<file path="src/rtl/iack_cs_pkg.sv">
package iack_cs_pkg;
  localparam int ADDR_W  = 24;
  localparam int FC_W    = 3;
  localparam int CMP_LSB = 11;
  localparam int CMP_W   = ADDR_W - CMP_LSB;
  localparam int CNT_W   = 4;

  localparam logic [FC_W-1:0] FC_CPU    = 3'b111;
  localparam logic [3:0]      TYPE_IACK = 4'hF;

  typedef struct packed {
    logic [FC_W-1:0]  fc_sel;
    logic             any_lvl;
    logic [2:0]       lvl;
    logic [CNT_W-1:0] wait_n;
    logic             use_avec;
    logic [1:0]       rw_sel;
    logic [1:0]       lanes;
  } opt_t;

  function automatic logic [CMP_W-1:0] size_mask(input logic [2:0] sz);
    logic [CMP_W-1:0] m;
    int drop;
    case (sz)
      3'd0:    drop = 0;
      3'd1:    drop = 2;
      3'd2:    drop = 3;
      3'd3:    drop = 5;
      3'd4:    drop = 6;
      3'd5:    drop = 7;
      3'd6:    drop = 8;
      default: drop = 9;
    endcase
    m = '1;
    m = m << drop;
    return m;
  endfunction
endpackage

</file>
<file path="src/rtl/cs_addr_cmp.sv">
module cs_addr_cmp
  import iack_cs_pkg::*;
(
  input  logic [CMP_W-1:0] addr_hi_i,
  input  logic [CMP_W-1:0] base_hi_i,
  input  logic [2:0]       size_i,
  output logic             hit_o
);
  logic [CMP_W-1:0] diff;
  assign diff  = (addr_hi_i ^ base_hi_i) & size_mask(size_i);
  assign hit_o = (diff == '0);
endmodule

</file>
<file path="src/rtl/cs_cycle_qual.sv">
module cs_cycle_qual
  import iack_cs_pkg::*;
(
  input  logic            as_i,
  input  logic [FC_W-1:0] fc_i,
  input  logic            rw_i,
  input  logic [3:0]      type_i,
  input  logic [2:0]      lvl_i,
  input  logic            int_owned_i,
  input  opt_t            opt_i,
  output logic            ok_o
);
  logic fc_ok, cpu, iack, lvl_ok, rw_ok;

  assign fc_ok  = (fc_i == opt_i.fc_sel);
  assign cpu    = (fc_i == FC_CPU);
  assign iack   = (type_i == TYPE_IACK);
  assign lvl_ok = opt_i.any_lvl || (opt_i.lvl == lvl_i);

  always_comb begin
    unique case (opt_i.rw_sel)
      2'b01:   rw_ok = rw_i;
      2'b10:   rw_ok = !rw_i;
      2'b11:   rw_ok = 1'b1;
      default: rw_ok = 1'b0;
    endcase
  end

  // CPU space responds only to an acknowledge at a level nobody on-chip owns
  assign ok_o = as_i && fc_ok && rw_ok &&
                (!cpu || (iack && lvl_ok && !int_owned_i));
endmodule

</file>
<file path="src/rtl/cs_term_timer.sv">
module cs_term_timer #(
  parameter int CNT_W    = 4,
  parameter int MAX_WAIT = 13
) (
  input  logic             clk_i,
  input  logic             rst_ni,
  input  logic             hit_i,
  input  logic [CNT_W-1:0] wait_i,
  output logic             ready_o
);
  localparam logic [CNT_W-1:0] CLAMP = CNT_W'(MAX_WAIT);
  localparam logic [CNT_W-1:0] SAT   = '1;

  logic [CNT_W-1:0] cnt_q, eff;

  assign eff     = (wait_i > CLAMP) ? CLAMP : wait_i;
  assign ready_o = (cnt_q >= eff);

  always_ff @(posedge clk_i or negedge rst_ni) begin
    if (!rst_ni)         cnt_q <= '0;
    else if (!hit_i)     cnt_q <= '0;
    else if (cnt_q != SAT) cnt_q <= cnt_q + 1'b1;
  end
endmodule

</file>
<file path="src/rtl/iack_cs_decoder.sv">
module iack_cs_decoder
  import iack_cs_pkg::*;
#(
  parameter int MAX_WAIT = 13
) (
  input  logic              clk_i,
  input  logic              rst_ni,
  input  logic [ADDR_W-1:0] addr_i,
  input  logic [FC_W-1:0]   fc_i,
  input  logic              rw_i,
  input  logic              as_i,
  input  logic              int_owned_i,
  input  logic [15:0]       base_i,
  input  logic [15:0]       opt_i,
  output logic              cs_o,
  output logic              avec_o,
  output logic              dsack_o,
  output logic [1:0]        byte_en_o
);
  opt_t opt;
  logic addr_hit, qual_ok, hit, ready;

  assign opt = opt_t'(opt_i);

  cs_addr_cmp u_cmp (
    .addr_hi_i (addr_i[ADDR_W-1:CMP_LSB]),
    .base_hi_i (base_i[15:3]),
    .size_i    (base_i[2:0]),
    .hit_o     (addr_hit)
  );

  cs_cycle_qual u_qual (
    .as_i        (as_i),
    .fc_i        (fc_i),
    .rw_i        (rw_i),
    .type_i      (addr_i[19:16]),
    .lvl_i       (addr_i[3:1]),
    .int_owned_i (int_owned_i),
    .opt_i       (opt),
    .ok_o        (qual_ok)
  );

  assign hit = addr_hit && qual_ok;

  cs_term_timer #(.CNT_W(CNT_W), .MAX_WAIT(MAX_WAIT)) u_timer (
    .clk_i   (clk_i),
    .rst_ni  (rst_ni),
    .hit_i   (hit),
    .wait_i  (opt.wait_n),
    .ready_o (ready)
  );

  always_ff @(posedge clk_i or negedge rst_ni) begin
    if (!rst_ni) begin
      cs_o      <= 1'b0;
      avec_o    <= 1'b0;
      dsack_o   <= 1'b0;
      byte_en_o <= '0;
    end else begin
      cs_o      <= hit;
      avec_o    <= hit && ready && opt.use_avec;
      dsack_o   <= hit && ready && !opt.use_avec;
      byte_en_o <= hit ? opt.lanes : 2'b00;
    end
  end
endmodule

</file>
<file path="config.mk">
export PLATFORM = sky130hd
export DESIGN_NAME = iack_cs_decoder
export DESIGN_NICKNAME = d
export VERILOG_FILES = /design/src/rtl/iack_cs_pkg.sv /design/src/rtl/cs_addr_cmp.sv /design/src/rtl/cs_cycle_qual.sv /design/src/rtl/cs_term_timer.sv /design/src/rtl/iack_cs_decoder.sv
export SDC_FILE = /design/constraint.sdc
export NUM_CORES = 1
export LEC_CHECK = 0
export ABC_AREA = 0
export CAP_MARGIN = 10
export CORE_MARGIN = 5
export CORE_UTILIZATION = 33
export DETAILED_ROUTE_END_ITERATION = 10
export GPL_ROUTABILITY_DRIVEN = 1
export PLACE_DENSITY = 0.93
export SKIP_LAST_GASP = 1
export SYNTH_ARGS = -nofsm -noshare
export SYNTH_HDL_FRONTEND = slang
export SYNTH_SLANG_ARGS = --single-unit
</file>
<file path="constraint.sdc">
create_clock -name clk_i -period 3.58 [get_ports clk_i]
set_input_delay 0.537 -clock clk_i [delete_from_list [all_inputs] [get_ports clk_i]]
set_output_delay 0.537 -clock clk_i [all_outputs]
set_load 0.005 [all_outputs]
</file>
==> results_dict.tcl <==
set metrics [dict create \
    muxShareOfSynthArea_pct 1.320 \
    dr.pass1.iters 4 \
    placed_cell_area_um2 1394 \
    setup_violations 0 \
    syn2layout_area_growth_pct 87.46 \
    cts_tree "done" \
    fin_crit_sh_pct 57.77 \
    overflow 0 \
    synth_xor_area_share_pct 25.08 \
    synth-adder-area-share_pct 8.251 \
    rsz0062_at_grt "false" \
    place_congestion 0.7346 \
    synth_area_um2 758.2 \
    synthFlopType "dfrtp_1" \
    grt_pass1_wl_um 3663 \
    worstSkewPairLatency_ns 0.26 \
    drive_gt1_share_pct 6.944 \
    synth_edf_count 0 \
    cp_max_fo 2 \
    relSlewSlack_pct 70.39 \
    finClkSkew_ns 0.003040 \
    ctsHtreeMaxLevel 1 \
    clk_pin_slew_ns 0.06 \
    clock_sinks 9 \
    ys_top_cells_by_area "dfrtp_1 30%, xnor2_1 17%, ha_1 8.3%, xnor2_2 4.3%, xor2_1 3.5%" \
    nets 214 \
    synth_most_common_cell "xnor2_1" \
    via_count 849 \
    max_cap_viol_count 0 \
    hold_path_class "input pin to async pin" \
    ys_warn_count 0 \
    outcome "completed" \
    finalMaxSlewViolations 0 \
    synth_top_family_by_area "XOR/XNOR gates" \
    cts-buffers-inserted 3 \
    min_period_ns 2.068 \
    syn_inst 80 \
    post_cts_resized 0 \
    crit_path_end_kind "flip-flop" \
    drt.antenna.violating_nets 0 \
    synth_compound_area_share_pct 14.52 \
    finalWirelength_um 2283 \
    core_um2 2212 \
    hpwl_um 2128 \
    die_w_um 57.94 \
    finalHoldViolations 0 \
    fin_total_pwr_uw 288.2 \
    max_freq_ghz 0.4836 \
    start_util_pct 34.28 \
    grt_start_max_net_pins 10 \
    fin_area_um2 1421 \
    tightest_slew_ns 0.4442 \
    synth-simple-area-share_pct 18.15 \
    dieArea_um2 3356 \
    synth_commonest_cells "15 x xnor2_1, 9 x dfrtp_1, 6 x inv_1, 6 x nor2_1, 5 x ha_1" \
    grt_usage_pct 14.29 \
    holdBufCountCts 0 \
    fp.dieH_um 57.94 \
    viasPerCell 4.936 \
    async_flop_share_pct 100.0 \
    port-buffer-count 60 \
    arrival_ns 2.20 \
    clockRootBuffer "clkbuf_4" \
    rows 17 \
    clockBufferDepth 2 \
    ios 69 \
    crit_required_ns 3.71 \
    ys_seq_area_share_pct 29.70 \
    p_per_area_nw_per_um2 202.8 \
    synth-seq-cells 9 \
    syn_area_per_cell_um2 9.478 \
    first_global_vias 913 \
    antenna_found_initial 0 \
    crit_type "input pin to flip-flop" \
    vdd_drop_max_mv 0.1415 \
    drt_iter0_drc 11 \
    drc 0 \
    antenna_cells 0 \
    fin_tns_setup_ns 0 \
    start_kind "input pin" \
    synth_top_area_share_pct 29.70 \
    synth.largest_area_cell "dfrtp_1" \
    yosysUniqueCellTypes 26 \
    nFillCells 185 \
    syn-num-nets 149 \
    leakage_uw 0.0005829 \
    cts_setup_buffers 0 \
    drt-wirelength-per-cell_um 13.27 \
]
[worst max-delay path: stages]
cell and delay, ns:
clkdlybuf4s50_1 0.41, a31o_2 0.25, ha_1 0.26, nand2b_1 0.14, a21o_1 0.17, a21o_1 0.17
a21oi_1 0.19, nor3b_1 0.07
[path summary, 6_finish.rpt]
check | cells past startpoint | endpoint | start | slack (ns)
max | 8 | avec_o | opt_i[6] | 1.51
min | 1 | avec_o | rst_ni | 0.57
max reg2reg | 7 | avec_o | u_timer.cnt_q[0] | 1.92
min reg2reg | 2 | u_timer.cnt_q[2] | u_timer.cnt_q[3] | 0.63
max in group asynchronous | 1 | u_timer.cnt_q[2] | rst_ni | 2.72
min in group clk_i | 2 | u_timer.cnt_q[2] | u_timer.cnt_q[3] | 0.63
[state kept, by name, indices dropped and copies added, names as in the netlist]
name and count:
cs_o 1, dsack_o 1, u_timer.cnt_q 4, avec_o 1, byte_en_o 2
[kinds of logic (layout without fill, tap and decap cells)]
logic type | Yosys count | count (layout)
simple gates | 24 | 24
xor+xnor | 20 | 20
compound gates | 15 | 15
flops | 9 | 9
buf+inv | 6 | 70
fa+ha+maj | 5 | 5
mux | 1 | 1
[metal layers]
layer  up-vias  GRT usage [%]  wire, um
met5         -              0         0
met4         0          5.960        53
met3         6          7.350       307
met2        53          26.77      1161
met1       375          12.67       759
li1        415              -         -
[report_power, final]
| part | total [uW] | switching, uW | internal, uW | leakage [uW] |
|---|---|---|---|---|
| sequential | 102 | 0.0161 | 102 | 0.000126 |
| combinational | 109 | 33.5 | 76.0 | 0.000439 |
| clock | 77.1 | 35.9 | 41.2 | 0.0000177 |
[area by class of cell]
| class | instances | area, um^2 | area share [%] |
|---|---|---|---|
| well taps | 28 | 35.03 | 2.465 |
| multi-input cells | 65 | 510.5 | 35.92 |
| clock buffers | 3 | 22.52 | 1.585 |
| clock inverters | 1 | 5.005 | 0.3521 |
| inverters | 6 | 22.52 | 1.585 |
| repair buffers | 60 | 600.6 | 42.25 |
| flip-flops and latches | 9 | 225.2 | 15.85 |
[metrics by stage]
stage / util (%) / setup slack, ns / hold WS, ns / cells
after floorplan: - / 1.754 / 0.2414 / 80
after global placement: 63.01 / 1.267 / 0.5984 / 168
after detailed placement: 63.01 / 1.225 / 0.6218 / 168
after CTS: 64.25 / 1.505 / 0.5760 / 172
after global routing: 64.25 / 1.428 / 0.6023 / 172
final: 64.25 / 1.512 / 0.5712 / 172
[placed cells by master (no fill, tap or decap), drive strengths merged]
| cell | synthesis | final |
|---|---|---|
| a211oi | 1 | 1 |
| a21o | 2 | 2 |
| a21oi | 2 | 2 |
| a22o | 1 | 1 |
| a31o | 1 | 1 |
| a31oi | 3 | 3 |
| and2 | 1 | 1 |
| clkbuf | 0 | 3 |
| clkdlybuf4s50 | 0 | 60 |
| clkinv | 0 | 1 |
| dfrtp | 9 | 9 |
| ha | 5 | 5 |
| inv | 6 | 6 |
| mux2i | 1 | 1 |
| nand2 | 1 | 1 |
| nand2b | 2 | 2 |
| nand3 | 4 | 4 |
| nand4 | 2 | 2 |
| nor2 | 6 | 6 |
| nor3 | 4 | 4 |
| nor3b | 2 | 2 |
| nor4 | 2 | 2 |
| o2111ai | 1 | 1 |
| o211ai | 1 | 1 |
| o21ai | 2 | 2 |
| o221ai | 1 | 1 |
| xnor2 | 17 | 17 |
| xor2 | 3 | 3 |
Note: power is estimated with default switching activity, not from simulation.
